==> config.mk <==
export PLATFORM = sky130hd
export DESIGN_NAME = daisy_shift_port
export DESIGN_NICKNAME = d
export VERILOG_FILES = /design/src/rtl/dsr_pkg.sv /design/src/rtl/sync_bus.sv /design/src/rtl/edge_det.sv /design/src/rtl/frame_shifter.sv /design/src/rtl/cmd_latch.sv /design/src/rtl/daisy_shift_port.sv
export SDC_FILE = /design/constraint.sdc
export NUM_CORES = 1
export LEC_CHECK = 0
export BUFFER_PORTS_ARGS = -buffer_cell sky130_fd_sc_hd__buf_2
export CORE_MARGIN = 2
export CORE_UTILIZATION = 55
export DETAILED_ROUTE_END_ITERATION = 10
export MAX_ROUTING_LAYER = met4
export PLACE_DENSITY = 0.81
export RECOVER_POWER = 25
export SETUP_SLACK_MARGIN = 0.3
export SLEW_MARGIN = 20
export SYNTH_ARGS = -nofsm -noshare
export SYNTH_HDL_FRONTEND = slang
export SYNTH_SLANG_ARGS = --single-unit
==> constraint.sdc <==
create_clock -name clk -period 2.35 [get_ports clk]
set_input_delay 0.5875 -clock clk [delete_from_list [all_inputs] [get_ports clk]]
set_output_delay 0.5875 -clock clk [all_outputs]
set_load 0.005 [all_outputs]
==> src/rtl/dsr_pkg.sv <==
// Package: shared indices and event bundle for the cascadable shift port.
// Assumes the three asynchronous inputs are carried as one vector in the
// bit order given by the indices below.
package dsr_pkg;
    localparam int unsigned IDX_STB = 0;
    localparam int unsigned IDX_SCK = 1;
    localparam int unsigned IDX_SDI = 2;
    localparam int unsigned N_IN    = 3;

    // One-cycle event pulses in the system clock domain
    typedef struct packed {
        logic frame_start;
        logic frame_end;
        logic capture;
        logic launch;
    } ser_evt_t;
endpackage

==> src/rtl/sync_bus.sv <==
// Module: multi-stage synchroniser for a vector of asynchronous inputs.
// Assumes each bit is independent; STAGES must be at least 2.
module sync_bus #(
    parameter int unsigned WIDTH = 3,
    parameter int unsigned STAGES = 2,
    parameter logic [WIDTH-1:0] RST_VAL = '0
) (
    input  logic             clk,
    input  logic             rst_n,
    input  logic [WIDTH-1:0] din,
    output logic [WIDTH-1:0] dout
);
    logic [WIDTH-1:0] stg [STAGES];

    // Move the inputs through the flop chain
    always_ff @(posedge clk) begin
        if (!rst_n) begin
            for (int i = 0; i < STAGES; i++) stg[i] <= RST_VAL;
        end else begin
            stg[0] <= din;
            for (int i = 1; i < STAGES; i++) stg[i] <= stg[i-1];
        end
    end

    assign dout = stg[STAGES-1];
endmodule

==> src/rtl/edge_det.sv <==
// Module: rise and fall detector for synchronised levels.
// Assumes the inputs are already in the clk domain; pulses last one cycle.
module edge_det #(
    parameter int unsigned WIDTH = 2,
    parameter logic [WIDTH-1:0] RST_VAL = '0
) (
    input  logic             clk,
    input  logic             rst_n,
    input  logic [WIDTH-1:0] lvl,
    output logic [WIDTH-1:0] rise,
    output logic [WIDTH-1:0] fall
);
    logic [WIDTH-1:0] prev_q;

    // Keep last cycle's level for comparison
    always_ff @(posedge clk) begin
        if (!rst_n) prev_q <= RST_VAL;
        else        prev_q <= lvl;
    end

    assign rise = lvl & ~prev_q;
    assign fall = ~lvl & prev_q;
endmodule

==> src/rtl/frame_shifter.sv <==
// Module: the shared data/command shift register and its serial output.
// Assumes event pulses come from edge_det; capture and launch never coincide.
// Frame start takes priority over any serial edge in the same cycle.
module frame_shifter
    import dsr_pkg::*;
#(
    parameter int unsigned W = 32
) (
    input  logic         clk,
    input  logic         rst_n,
    input  ser_evt_t     evt,
    input  logic         sdi,
    input  logic [W-1:0] load_word,
    output logic         sdo,
    output logic         frame_active,
    output logic [W-1:0] word_d
);
    logic [W-1:0] word_q;
    logic         sdo_q;
    logic         act_q;

    // Next register value: load at start, shift on capture inside a frame
    always_comb begin
        word_d = word_q;
        if (evt.frame_start)              word_d = load_word;
        else if (act_q && evt.capture)    word_d = {word_q[W-2:0], sdi};
    end

    // Register, frame flag and output bit
    always_ff @(posedge clk) begin
        if (!rst_n) begin
            word_q <= '0;
            sdo_q  <= 1'b0;
            act_q  <= 1'b0;
        end else begin
            word_q <= word_d;
            if (evt.frame_start) begin
                sdo_q <= load_word[W-1];
                act_q <= 1'b1;
            end else if (evt.frame_end) begin
                sdo_q <= 1'b0;
                act_q <= 1'b0;
            end else if (act_q && evt.launch) begin
                sdo_q <= word_q[W-1];
            end
        end
    end

    assign sdo          = sdo_q & act_q;
    assign frame_active = act_q;
endmodule

==> src/rtl/cmd_latch.sv <==
// Module: publishes the register contents as a command at frame end.
// Assumes `take` is a one-cycle pulse; word_d already holds any final shift.
module cmd_latch #(
    parameter int unsigned W = 32
) (
    input  logic         clk,
    input  logic         rst_n,
    input  logic         take,
    input  logic [W-1:0] word_d,
    output logic [W-1:0] cmd_word,
    output logic         cmd_valid
);
    // Capture the command word and raise the single-cycle valid
    always_ff @(posedge clk) begin
        if (!rst_n) begin
            cmd_word  <= '0;
            cmd_valid <= 1'b0;
        end else begin
            cmd_valid <= take;
            if (take) cmd_word <= word_d;
        end
    end
endmodule

==> src/rtl/daisy_shift_port.sv <==
// Module: top of the cascadable serial shift port.
// Assumes strobe, serial clock and serial input are asynchronous to clk and
// that each serial half period is several system clocks long. The strobe
// idles high.
module daisy_shift_port
    import dsr_pkg::*;
#(
    parameter int unsigned REG_W       = 32,
    parameter int unsigned SYNC_STAGES = 2
) (
    input  logic             clk,
    input  logic             rst_n,
    input  logic             frm_sel,
    input  logic             sclk_in,
    input  logic             sdi_in,
    input  logic [REG_W-1:0] load_word,
    output logic             sdo_out,
    output logic [REG_W-1:0] cmd_word,
    output logic             cmd_valid
);
    localparam logic [N_IN-1:0] SYNC_RST = N_IN'(1) << IDX_STB;
    localparam logic [1:0]      EDGE_RST = SYNC_RST[1:0];

    logic [N_IN-1:0]  raw_v;
    logic [N_IN-1:0]  syn_v;
    logic [1:0]       rise_v;
    logic [1:0]       fall_v;
    ser_evt_t         evt;
    logic             frame_active;
    logic [REG_W-1:0] word_d;

    // Gather the asynchronous inputs in package index order
    always_comb begin
        raw_v          = '0;
        raw_v[IDX_STB] = frm_sel;
        raw_v[IDX_SCK] = sclk_in;
        raw_v[IDX_SDI] = sdi_in;
    end

    sync_bus #(.WIDTH(N_IN), .STAGES(SYNC_STAGES), .RST_VAL(SYNC_RST)) u_sync (
        .clk(clk), .rst_n(rst_n), .din(raw_v), .dout(syn_v)
    );

    edge_det #(.WIDTH(2), .RST_VAL(EDGE_RST)) u_edge (
        .clk(clk), .rst_n(rst_n), .lvl(syn_v[1:0]), .rise(rise_v), .fall(fall_v)
    );

    // Map detected edges onto frame and serial events
    always_comb begin
        evt.frame_start = fall_v[IDX_STB];
        evt.frame_end   = rise_v[IDX_STB];
        evt.capture     = rise_v[IDX_SCK];
        evt.launch      = fall_v[IDX_SCK];
    end

    frame_shifter #(.W(REG_W)) u_shift (
        .clk(clk), .rst_n(rst_n), .evt(evt), .sdi(syn_v[IDX_SDI]),
        .load_word(load_word), .sdo(sdo_out), .frame_active(frame_active),
        .word_d(word_d)
    );

    cmd_latch #(.W(REG_W)) u_cmd (
        .clk(clk), .rst_n(rst_n), .take(evt.frame_end), .word_d(word_d),
        .cmd_word(cmd_word), .cmd_valid(cmd_valid)
    );
endmodule

==> results of run 1 <==
worst reg2reg max path: stages, from the launching register on:
cell	delay (ps)
dfxtp_1	320
inv_1	60
ha_1	150
and2_1	980
a32o_1	330
synthesized netlist by cell type:
master	number
nor2b_1	24
buf_2	5
buf_6	3
nor2_1	35
a311oi_1	1
buf_12	1
and2_1	6
nand3b_1	1
or2b_2	3
and2b_1	5
and2_2	1
a32o_1	32
and3_1	22
or2b_1	8
ha_1	2
mux2i_1	33
nand2b_1	23
buf_8	2
nand2_1	1
clkbuf_1	10
clkbuf_8	2
and3b_1	1
and2b_2	3
and3_2	10
clkbuf_4	2
a222oi_1	1
dfxtp_1	75
inv_1	4
buf_4	1
cell families after synthesis:
| group | after synthesis | synth area share |
|---|---|---|
| simple gates | 143 | 0.262 |
| flops | 75 | 0.460 |
| compound gates | 34 | 0.104 |
| mux | 33 | 0.101 |
| buf+inv | 30 | 0.0648 |
| fa+ha+maj | 2 | 0.00767 |
worst max-delay path by stage:
| stage | start | endpoint |
|---|---|---|
| 2_1_floorplan | u_sync.stg[0][3]$_SDFF_PN1_ | u_cmd.cmd_word[10]$_SDFFE_PN0P_ |
| 3_3_place_gp | rst_n | u_cmd.cmd_word[20]$_SDFFE_PN0P_ |
| 5_1_grt | u_edge.prev_q[0]$_SDFF_PN1_ | u_cmd.cmd_word[28]$_SDFFE_PN0P_ |
| 3_5_place_dp | u_shift.frame_active$_SDFFE_PN0P_ | u_shift.word_q[25]$_SDFF_PN0_ |
| 4_1_cts | u_shift.frame_active$_SDFFE_PN0P_ | u_cmd.cmd_word[31]$_SDFFE_PN0P_ |
| 6_report | u_edge.prev_q[0]$_SDFF_PN1_ | u_cmd.cmd_word[31]$_SDFFE_PN0P_ |
area by class of cell:
type / instances / area [µm²] / area share
Clock buffer: 12 / 135 / 0.0363
Clock inverter: 3 / 40.0 / 0.0108
Timing Repair Buffer: 76 / 384 / 0.103
Multi-Input combinational cell: 212 / 1550 / 0.417
Inverter: 4 / 15.0 / 0.00403
Sequential cell: 75 / 1500 / 0.403
Tap cell: 75 / 93.8 / 0.0252
metrics by stage:
step	power [mW]	hold slack, ps
after floorplan	1.50	386
after global placement	1.56	390
after detailed placement	1.56	395
after CTS	2.47	412
after global routing	2.55	439
final	2.44	409
flip-flops by register name (all words and copies together) (netlist names):
| signal | flops |
|---|---|
| u_cmd.cmd_valid | 1 |
| u_shift.word_q | 32 |
| u_shift.sdo_q | 1 |
| u_sync.stg | 6 |
| u_cmd.cmd_word | 32 |
| u_shift.frame_active | 1 |
| u_edge.prev_q | 2 |
per-layer routing:
metal	global-route usage	vias up	wire, µm
met2	0.332	67	2990
met5	-	-	0
met1	0.246	1135	2800
met4	0.0814	0	82
li1	-	1224	-
met3	0.0544	8	305
power by group through the flow:
stage / registers (mW) / logic [mW] / clock network (mW)
detailed placement: 1.36 / 0.207 / 0
global route: 1.33 / 0.232 / 0.991
finish: 1.33 / 0.206 / 0.908
floorplan: 1.35 / 0.149 / 0
global placement: 1.35 / 0.201 / 0
CTS: 1.33 / 0.209 / 0.938
==> summary.txt, run 1 <==
CTS
  • Clock Path Buffers: 2
  • CTS Sinks: 75
  • Clk root buf: clkbuf_8
  • Clk slew on worst S/H paths: about 70 ps
  • CTS tree: built
  • Cts hold-fix bufs: 0
  • CTS Buf Count: 9
  • Post-CTS Resized: 0
  • Total setup buffers inserted after CTS: 0
  • Number of H-tree levels: 3
  • Worst-skew pair later-pin latency: 340 ps

Min path
  • Hold_sp: u_sync.stg[0][0]$_SDFF_PN1_
  • Hold Path Class: flip-flop to flip-flop
  • WHS Endpoint: u_sync.stg[0][3]$_SDFF_PN1_
  • Worst hold stages: 1

Setup path
  • Stages on worst setup path: 4
  • Reg2Reg Setup Slack: 440 ps
  • Sequence of cells on the critical path: inv_1, ha_1, and2_1, a32o_1
  • Crit end category: flip-flop
  • Critical Path AT: 2180 ps
  • CP top delay family: simple AND/OR/NAND/NOR gates
  • Critical Path RT: between 2000 and 3000 ps
  • Slowest CP cell: and2_1
  • Slowest stage delay, CP: approximately 1000 ps
  • Worst setup path class: flip-flop to flip-flop
  • Worst-path maximum fanout: 33
  • Startpoint types: flip-flop
  • Worst R2R Start: u_edge.prev_q[0]$_SDFF_PN1_
  • Worst R2R End: u_cmd.cmd_word[31]$_SDFFE_PN0P_
  • WP buf/inv: 1
  • Reg2reg path depth: 4

Floorplanning
  • Die Width: 81.0 µm
  • # IOs: 71
  • Placeable core area: 5820 µm²
  • Die area: 6560 µm²
  • Num rows: 28
  • Chip height: 81.0 µm
  • Initial core utilization: 0.561

Global route
  • Overflow after GRT: 0
  • Pin count of the biggest net entering global routing: 74
  • Number of global-route vias before repair: 2289
  • First-pass GRT wire length: 10200 µm
  • Initial antenna violation count: 0
  • All-Layer GR Usage: 0.206

STA
  • Final-report hold violation count: 0
  • PnR worst setup slack: 440 ps
  • Final Cycle Share: 0.813
  • Final slew viol count: 0
  • Tmin final: 1910 ps
  • Max_slew headroom: 0.142
  • Highest clock rate: 524 MHz
  • Setup Skew: 8.70 ps
  • # setup viols final: 0
  • Worst-margin pin slew: ~1300 ps
  • RSZ-0062 raised after global routing: no
  • Sum of negative setup slack: 0 ps

Final layout
  • Ant diodes: 0
  • Nets: 417
  • Area growth syn-to-layout: 14.1%
  • Most frequent cells in the layout: 75 x dfxtp_1, 63 x buf_2, 35 x nor2_1
  • Util after Layout: 0.640
  • Final Instance Count excl. Fillers: 457
  • Cell area after layout: around 3700 µm²
  • Share of cells above drive strength 1: 0.262
  • Commonest non-fill, non-tap cell in the layout: dfxtp_1
  • Fill cells: about 500

Yosys
  • Area leader, netlist: dfxtp_1
  • Register area share after synthesis: 0.460
  • Synth area leaders: dfxtp_1 46%, mux2i_1 10%, a32o_1 9.8%, nor2b_1 4.6%, nand2b_1 4.4%
  • Synth Warn #: 0
  • Post-Syn Area: 3260 µm²
  • Syn avg cell area: 10.3 µm²
  • Synth top area share: 0.460
  • Synthesized netlist cell count: 317
  • FF+latch count, synth: between 70 and 80
  • Synth unique cells: 29
  • Syn_nets: 356

Power
  • VDD IR max: 0.000308 V
  • NetSw: 0.549 mW
  • Clock share of power: 0.372
  • Leakage: around 1.6 nW
  • Sequential Power Share: 0.544
  • Internal power: 1.89 mW
  • Comb pwr share: 0.084
  • Power Density: 656 nW/µm²
  • Sw frac: 0.225

Place
  • Buffers on Ports: 70
  • Routability Congestion: 0.744
  • Dpl hpwl: 3940 µm
  • Placement Setup Slack: 650 ps
  • Placed Area: 3560 µm²
  • Cells after DPL: 442

Routing
  • DRC: 0
  • DR iter-0 viols: 79
  • Via count: 2434
  • Post-Route WL: 6180 µm
  • Wire per inst: 13.5 µm
  • First-pass DRT Iterations: 5
  • Vias per cell: 5.33
  • Routed Antenna Nets: 0

Status
  • Outcome: completed

Flow run
  • Max Cap Viol: 0
No activity file was read; power rests on OpenSTA's default activity.
==> run 2: changes to the inputs <==
--- a/config.mk
+++ b/config.mk
@@ -5,12 +5,13 @@
 export SDC_FILE = /design/constraint.sdc
 export NUM_CORES = 1
 export LEC_CHECK = 0
+export ABC_AREA = 1
 export BUFFER_PORTS_ARGS = -buffer_cell sky130_fd_sc_hd__buf_2
 export CORE_MARGIN = 2
-export CORE_UTILIZATION = 55
+export CORE_UTILIZATION = 50
 export DETAILED_ROUTE_END_ITERATION = 10
 export MAX_ROUTING_LAYER = met4
-export PLACE_DENSITY = 0.81
+export PLACE_DENSITY = 0.76
 export RECOVER_POWER = 25
 export SETUP_SLACK_MARGIN = 0.3
 export SLEW_MARGIN = 20
==> constraint.sdc (replaced) <==
create_clock -name clk -period 1.75 [get_ports clk]
set_input_delay 0.4375 -clock clk [delete_from_list [all_inputs] [get_ports clk]]
set_output_delay 0.4375 -clock clk [all_outputs]
set_load 0.005 [all_outputs]
==> run 2 against run 1 <==
Net effect: combinational power rose by 92%; setup slack got worse by 120 ps; register-to-register slack got worse by 70 ps; critical path depth unchanged; utilization shrank 2.8 points; wire length rose by 22%; cell area up 14%; cell count increased by 25%; clock power is 33% higher; critical path type is now flip-flop to primary output; critical endpoint is now sdo_out; largest power group unchanged; highest routed layer unchanged.
==> summary.txt, run 2 <==
Floorplanning
  • Initial core utilization: 0.523 (was 0.561)
  • Die Width: 89.0 µm (was 81.0 µm)
  • Num rows: 30 (was 28)
  • Placeable core area: 6910 µm² (was 5820 µm²)
  • Chip height: 89.0 µm (was 81.0 µm)
  • Die area: 7920 µm² (was 6560 µm²)
  • # IOs: 71 (unchanged)

Routing
  • Post-Route WL: 7550 µm (was 6180 µm)
  • Routed Antenna Nets: 0 (unchanged)
  • First-pass DRT Iterations: 4 (was 5)
  • Via count: 2883 (was 2434)
  • Wire per inst: 13.2 µm (was 13.5 µm)
  • DRC: 0 (unchanged)
  • Vias per cell: 5.03 (was 5.33)
  • DR iter-0 viols: 140 (was 79)

STA
  • Worst-margin pin slew: 759 ps (was 1290 ps)
  • Highest clock rate: ~700 MHz
  • Final slew viol count: 0 (unchanged)
  • Max_slew headroom: 0.494 (was 0.142)
  • # setup viols final: 0 (unchanged)
  • Sum of negative setup slack: 0 ps (unchanged)
  • Final Cycle Share: 0.815
  • Final-report hold violation count: 0 (unchanged)
  • RSZ-0062 raised after global routing: no (unchanged)
  • Tmin final: 1430 ps
  • Hold WS: 266 ps (was 409 ps)
  • Setup Skew: 5.55 ps (was 8.70 ps)
  • PnR worst setup slack: 323 ps (was 440 ps)

CTS
  • CTS tree: built (unchanged)
  • Worst-skew pair later-pin latency: 350 ps (was 340 ps)
  • CTS Buf Count: 9 (unchanged)
  • Clock Path Buffers: 2 (unchanged)
  • Clk slew on worst S/H paths: 80 ps (was 70 ps)
  • CTS Sinks: 75 (unchanged)
  • Number of H-tree levels: 3 (unchanged)
  • Clk root buf: clkbuf_8 (unchanged)

Setup path
  • CP top delay family: flip-flops (was simple AND/OR/NAND/NOR gates)
  • Slowest stage delay, CP: 350 ps (was 980 ps)
  • Reg2Reg Setup Slack: 370 ps (was 440 ps)
  • Worst R2R Start: u_sync.stg[0][3]$_SDFF_PN1_ (was u_edge.prev_q[0]$_SDFF_PN1_)
  • WP buf/inv: 3 (was 1)
  • Startpoint types: flip-flop (unchanged)
  • Worst R2R End: u_cmd.cmd_word[21]$_SDFFE_PN0P_ (was u_cmd.cmd_word[31]$_SDFFE_PN0P_)
  • Worst-path maximum fanout: 2 (was 33)
  • Critical Path RT: 1310 ps (was 2620 ps)
  • Reg2reg path depth: 7 (was 4)
  • Critical Path AT: 990 ps (was 2180 ps)
  • Sequence of cells on the critical path: buf_6, nand2_4, inv_2, buf_2 (was inv_1, ha_1, and2_1, a32o_1)
  • Worst setup path class: flip-flop to primary output (was flip-flop to flip-flop)
  • Crit end category: primary output (was flip-flop)
  • Stages on worst setup path: 4 (unchanged)
  • Slowest CP cell: dfxtp_4 (was and2_1)

Global route
  • Pin count of the biggest net entering global routing: 40 (was 74)
  • All-Layer GR Usage: 0.202 (was 0.206)
  • Initial antenna violation count: 0 (unchanged)
  • First-pass GRT wire length: 12100 µm (was 10200 µm)
  • Overflow after GRT: 0 (unchanged)
  • Number of global-route vias before repair: 2667 (was 2289)

Power
  • Power Density: 811 nW/µm² (was 656 nW/µm²)
  • Power, Total: 3.42 mW (was 2.44 mW)
  • VDD IR max: 0.000428 V (was 0.000308 V)
  • Leakage: 1.92 nW (was 1.65 nW)

Yosys
  • Syn avg cell area: 8.94 µm² (was 10.3 µm²)
  • Post-Syn Area: 3610 µm² (was 3260 µm²)
  • Top cells by count, synth: 75 x dfxtp_1, 60 x nand2_2, 36 x nor2_1, 32 x nand4_1 (was 75 x dfxtp_1, 35 x nor2_1, 33 x mux2i_1, 32 x a32o_1, 24 x nor2b_1)
  • Synth area leaders: dfxtp_1 42%, nand2_2 10%, nand3_2 8.3%, a21oi_2 7.3%, nand4_1 5.5% (was dfxtp_1 46%, mux2i_1 10%, a32o_1 9.8%, nor2b_1 4.6%, nand2b_1 4.4%)
  • Post-synthesis async set-or-reset flop share: 0 (unchanged)
  • Synthesized netlist cell count: 404 (was 317)
  • Register area share after synthesis: 0.416 (was 0.460)
  • Syn_nets: 443 (was 356)
  • Area leader, netlist: dfxtp_1 (unchanged)
  • Top FF cell, synth: dfxtp_1 (unchanged)
  • Synth unique cells: 25 (was 29)
  • Synth top area share: 0.416 (was 0.460)
  • Synth Warn #: 0 (unchanged)
  • Most frequent cell after synthesis: dfxtp_1 (unchanged)
  • FF+latch count, synth: 75 (unchanged)
  • EDFF count, synth: 0 (unchanged)

Final layout
  • Area growth syn-to-layout: 17.0% (was 14.1%)
  • Most frequent cells in the layout: 74 x dfxtp_1, 60 x nand2_2, 58 x buf_2 (was 75 x dfxtp_1, 63 x buf_2, 35 x nor2_1)
  • Commonest non-fill, non-tap cell in the layout: dfxtp_1 (unchanged)
  • Fill cells: 652 (was 515)
  • Ant diodes: 0 (unchanged)
  • Nets: 511 (was 417)
  • Top flop regs: u_cmd.cmd_word x32, u_shift.word_q x32, u_sync.stg x6 (unchanged)
  • Final Instance Count excl. Fillers: 573 (was 457)
  • Share of cells above drive strength 1: 0.478 (was 0.262)

Min path
  • WHS Endpoint: u_sync.stg[0][1]$_SDFF_PN0_ (was u_sync.stg[0][3]$_SDFF_PN1_)
  • Hold_sp: sclk_in (was u_sync.stg[0][0]$_SDFF_PN1_)
  • Hold Path Class: input pin to flip-flop (was flip-flop to flip-flop)
  • Worst hold stages: 3 (was 1)

Place
  • Buffers on Ports: 70 (unchanged)
  • Routability Congestion: 0.780 (was 0.744)
  • Dpl hpwl: 4850 µm (was 3940 µm)
  • Cells after DPL: 548 (was 442)
  • Placement Setup Slack: 343 ps (was 650 ps)

Flow run
  • Max Cap Viol: 0 (unchanged)

Status
  • Outcome: completed (unchanged)
## run 2: changes by cell type in the layout (fill, tap and decap cells not counted), sizes merged, moves of 33 or more
cell	change
a21oi	+35
nand3	+34
mux2i	-33
nand2	+74
or2	+33
## run 2: logic make-up after synthesis
group | after synthesis | synth area share
simple gates | 211 | 0.363
flops | 75 | 0.416
compound gates | 67 | 0.124
buf+inv | 49 | 0.0901
fa+ha+maj | 2 | 0.00693
## run 2: layer usage
layer | vias to the layer above | wire [µm] | track usage
met1 | 1319 | 3530 | 0.250
met5 | - | 0 | -
met2 | 66 | 3550 | 0.331
met4 | 0 | 131 | 0.0814
met3 | 11 | 337 | 0.0305
li1 | 1487 | - | -
## run 2: repair_timing
item | 4_1_cts | 5_1_grt
resized for setup | 3 | 5
setup endpoints to repair | 1 | 40
endpoints found under the hold margin | 0 | 0
cloned | 0 | 0
setup buffers | 2 | 7
hold buffers | 0 | 0
pin swaps | 0 | 1
## run 2: worst reg2reg max path, stage by stage (launching register included)
cell and delay (ps):
dfxtp_1 320, inv_1 120, ha_4 180, inv_2 70, buf_12 160, or2_2 290, nand2_2 80, a21oi_2 50
## run 2: final cells by class
cell class	instances	area, µm²	area share
well taps	96	120	0.0284
multi-input cells	280	1810	0.428
clock buffers	11	151	0.0358
inverters	15	56.3	0.0133
repair buffers	91	557	0.132
flip-flops and latches	75	1510	0.356
clock inverters	5	27.5	0.00652
## run 2: where the power goes
part / total (mW) / switching (mW) / internal [mW] / leakage, nW
Clock: 1.21 / 0.625 / 0.582 / 0.0949
Sequential: 1.82 / 0.0434 / 1.78 / 0.613
Combinational: 0.395 / 0.228 / 0.167 / 1.21
Total: 3.42 / 0.896 / 2.53 / 1.92
## run 2: worst max path at each step
stage	start	endpoint
after floorplan	u_sync.stg[0][3]$_SDFF_PN1_	u_cmd.cmd_word[2]$_SDFFE_PN0P_
after global placement	u_sync.stg[0][3]$_SDFF_PN1_	u_cmd.cmd_word[20]$_SDFFE_PN0P_
after detailed placement	u_sync.stg[0][3]$_SDFF_PN1_	u_cmd.cmd_word[21]$_SDFFE_PN0P_
after CTS	u_shift.frame_active$_SDFFE_PN0P_	sdo_out
after global routing	u_shift.frame_active$_SDFFE_PN0P_	sdo_out
final	u_shift.frame_active$_SDFFE_PN0P_	sdo_out
## run 2: through the flow
| step | utilization | area (µm²) |
|---|---|---|
| after floorplan | - | 3610 |
| after CTS | 0.604 | 4170 |
| after global placement | 0.574 | 3970 |
| final | 0.612 | 4220 |
| after global routing | 0.612 | 4220 |
| after detailed placement | 0.574 | 3970 |
==> run 3: changes to the inputs <==
==> constraint.sdc (replaced) <==
create_clock -name clk -period 1.15 [get_ports clk]
set_input_delay 0.2875 -clock clk [delete_from_list [all_inputs] [get_ports clk]]
set_output_delay 0.2875 -clock clk [all_outputs]
set_load 0.005 [all_outputs]
==> run 3 against run 2 <==
Net effect: the flow now finishes with violations (setup timing); largest cell class unchanged; critical path depth rose by 3; cell count rose by 5.9%; largest power group unchanged; sequential cell count did not move; cell area rose by 15%.
==> summary.txt, run 3 (synthesis results as in run 2) <==
CTS
  • Clock Path Buffers: 2 (unchanged)
  • CTS Sinks: 75 (unchanged)
  • Clk slew on worst S/H paths: 80 ps (about the same)
  • Clk root buf: clkbuf_8 (unchanged)
  • CTS tree: built (unchanged)
  • Number of H-tree levels: 3 (unchanged)
  • Worst-skew pair later-pin latency: 350 ps (about the same)
  • CTS Buf Count: 9 (unchanged)
  • Cts hold-fix bufs: 0 (unchanged)

Routing
  • Post-Route WL: 8910 µm (was 7550 µm)
  • Via count: 3105 (was 2883)
  • Vias per cell: 5.12 (was 5.03)
  • First-pass DRT Iterations: 4 (unchanged)
  • DR iter-0 viols: 107 (was 140)
  • Routed Antenna Nets: 0 (unchanged)
  • DRC: 0 (unchanged)
  • Wire per inst: 14.7 µm (was 13.2 µm)

Power
  • VDD IR max: 0.000718 V (was 0.000428 V)
  • Power Density: 1150 nW/µm² (was 811 nW/µm²)
  • Leakage: 2.22 nW (was 1.92 nW)
  • Power, Total: 5.59 mW (was 3.42 mW)

Flow run
  • Max Cap Viol: 0 (unchanged)

Global route
  • Initial antenna violation count: 0 (unchanged)
  • Number of global-route vias before repair: 2880 (was 2667)
  • Overflow after GRT: 0 (unchanged)
  • Pin count of the biggest net entering global routing: 34 (was 40)
  • First-pass GRT wire length: 13200 µm (was 12100 µm)
  • All-Layer GR Usage: 0.223 (was 0.202)

Floorplanning
  • Num rows: 30 (unchanged)
  • Die area: 7920 µm² (unchanged)
  • # IOs: 71 (unchanged)
  • Placeable core area: 6910 µm² (unchanged)
  • Chip height: 89.0 µm (unchanged)
  • Die Width: 89.0 µm (unchanged)
  • Initial core utilization: 0.523 (unchanged)

STA
  • Highest clock rate: 739 MHz
  • # setup viols final: 67 (was 0)
  • PnR worst setup slack: -202 ps (was 323 ps)
  • Hold WS: 120 ps (was 266 ps)
  • Final slew viol count: 0 (unchanged)
  • Max_slew headroom: 0.477 (was 0.494)
  • Worst-margin pin slew: 785 ps (was 759 ps)
  • Setup Skew: 9.67 ps (was 5.55 ps)
  • Sum of negative setup slack: -5800 ps (was 0 ps)
  • Tmin final: 1350 ps
  • Final-report hold violation count: 0 (unchanged)
  • Final Cycle Share: 1.18
  • RSZ-0062 raised after global routing: yes (was no)

Setup path
  • Worst setup path class: flip-flop to flip-flop (was flip-flop to primary output)
  • Slowest stage delay, CP: 360 ps (was 350 ps)
  • Reg2Reg Setup Slack: -200 ps (was 370 ps)
  • Worst-path maximum fanout: 12 (was 2)
  • Startpoint types: flip-flop (unchanged)
  • Crit end category: flip-flop (was primary output)
  • Critical Path RT: 1420 ps (was 1310 ps)
  • Critical Path AT: 1620 ps (was 990 ps)
  • CP top delay family: simple AND/OR/NAND/NOR gates (was flip-flops)
  • Sequence of cells on the critical path: inv_2, ha_4, inv_8, buf_6, or2_0, nand2_1, nor2_1 (was buf_6, nand2_4, inv_2, buf_2)
  • WP buf/inv: 3 (unchanged)
  • Slowest CP cell: dfxtp_2 (was dfxtp_4)

Place
  • Routability Congestion: 0.818 (was 0.780)
  • Placed Area: 4210 µm² (was 3970 µm²)
  • Dpl hpwl: 5260 µm (was 4850 µm)
  • Cells after DPL: 569 (was 548)
  • Placement Setup Slack: -81.9 ps (was 343 ps)
  • Buffers on Ports: 70 (unchanged)

Min path
  • Hold Path Class: input pin to flip-flop (unchanged)

Final layout
  • Cell area after layout: 4880 µm² (was 4220 µm²)
  • Top flop regs: u_cmd.cmd_word x32, u_shift.word_q x32, u_sync.stg x6 (unchanged)
  • Util after Layout: 0.706 (was 0.612)
  • Ant diodes: 0 (unchanged)
  • Final Instance Count excl. Fillers: 607 (was 573)
  • Most frequent cells in the layout: 61 x nand2_2, 57 x buf_2, 40 x dfxtp_1 (was 74 x dfxtp_1, 60 x nand2_2, 58 x buf_2)
  • Area growth syn-to-layout: 35.0% (was 17.0%)
  • Nets: 545 (was 511)
  • Commonest non-fill, non-tap cell in the layout: nand2_2 (was dfxtp_1)
  • Share of cells above drive strength 1: 0.636 (was 0.478)

Status
  • Violated checks: setup timing
  • Outcome: finished with violations (was completed)
## run 3: worst reg2reg max path, stage by stage, from the launching register on
cell	delay [ps]
dfxtp_2	360
inv_2	60
ha_4	170
inv_8	130
buf_6	150
or2_0	130
nand2_1	100
nor2_1	170
## run 3: path summary, 6_finish.rpt
kind | startpoint | to | depth (start not counted)
max | u_sync.stg[0][3]$_SDFF_PN1_ | u_shift.word_q[19]$_SDFF_PN0_ | 7
min | sdi_in | u_sync.stg[0][2]$_SDFF_PN0_ | 3
max reg2reg | u_sync.stg[0][3]$_SDFF_PN1_ | u_shift.word_q[19]$_SDFF_PN0_ | 7
min reg2reg | u_sync.stg[0][2]$_SDFF_PN0_ | u_sync.stg[0][5]$_SDFF_PN0_ | 2
## run 3: routing by layer
| layer | up-vias | track usage | routed length (µm) |
|---|---|---|---|
| met1 | 1451 | 0.270 | 3910 |
| met2 | 87 | 0.371 | 4490 |
| met4 | 0 | 0.0611 | 73 |
| met3 | 6 | 0.0545 | 442 |
| met5 | - | - | 0 |
| li1 | 1561 | - | - |
## run 3: repair_timing
action | CTS | global route
cloned | 2 | 2
resized for setup | 49 | 48
buffers inserted | 14 | 4
endpoints found under the hold margin | 0 | 0
pin swaps | 7 | 9
setup endpoints to repair | 101 | 101
## run 3: final cells by class
class / count / area, µm²
tap: 96 / 120
clock buffer: 11 / 141
fill: 563 / 2030
timing repair buffer: 125 / 1040
inverter: 15 / 63.8
clock inverter: 5 / 52.6
sequential: 75 / 1550
multi-input combinational: 280 / 1910
## run 3: power breakdown
part / switching [mW] / internal, mW
combinational: 0.402 / 0.376
clock: 0.976 / 1.05
sequential: 0.0720 / 2.71
total: 1.45 / 4.14
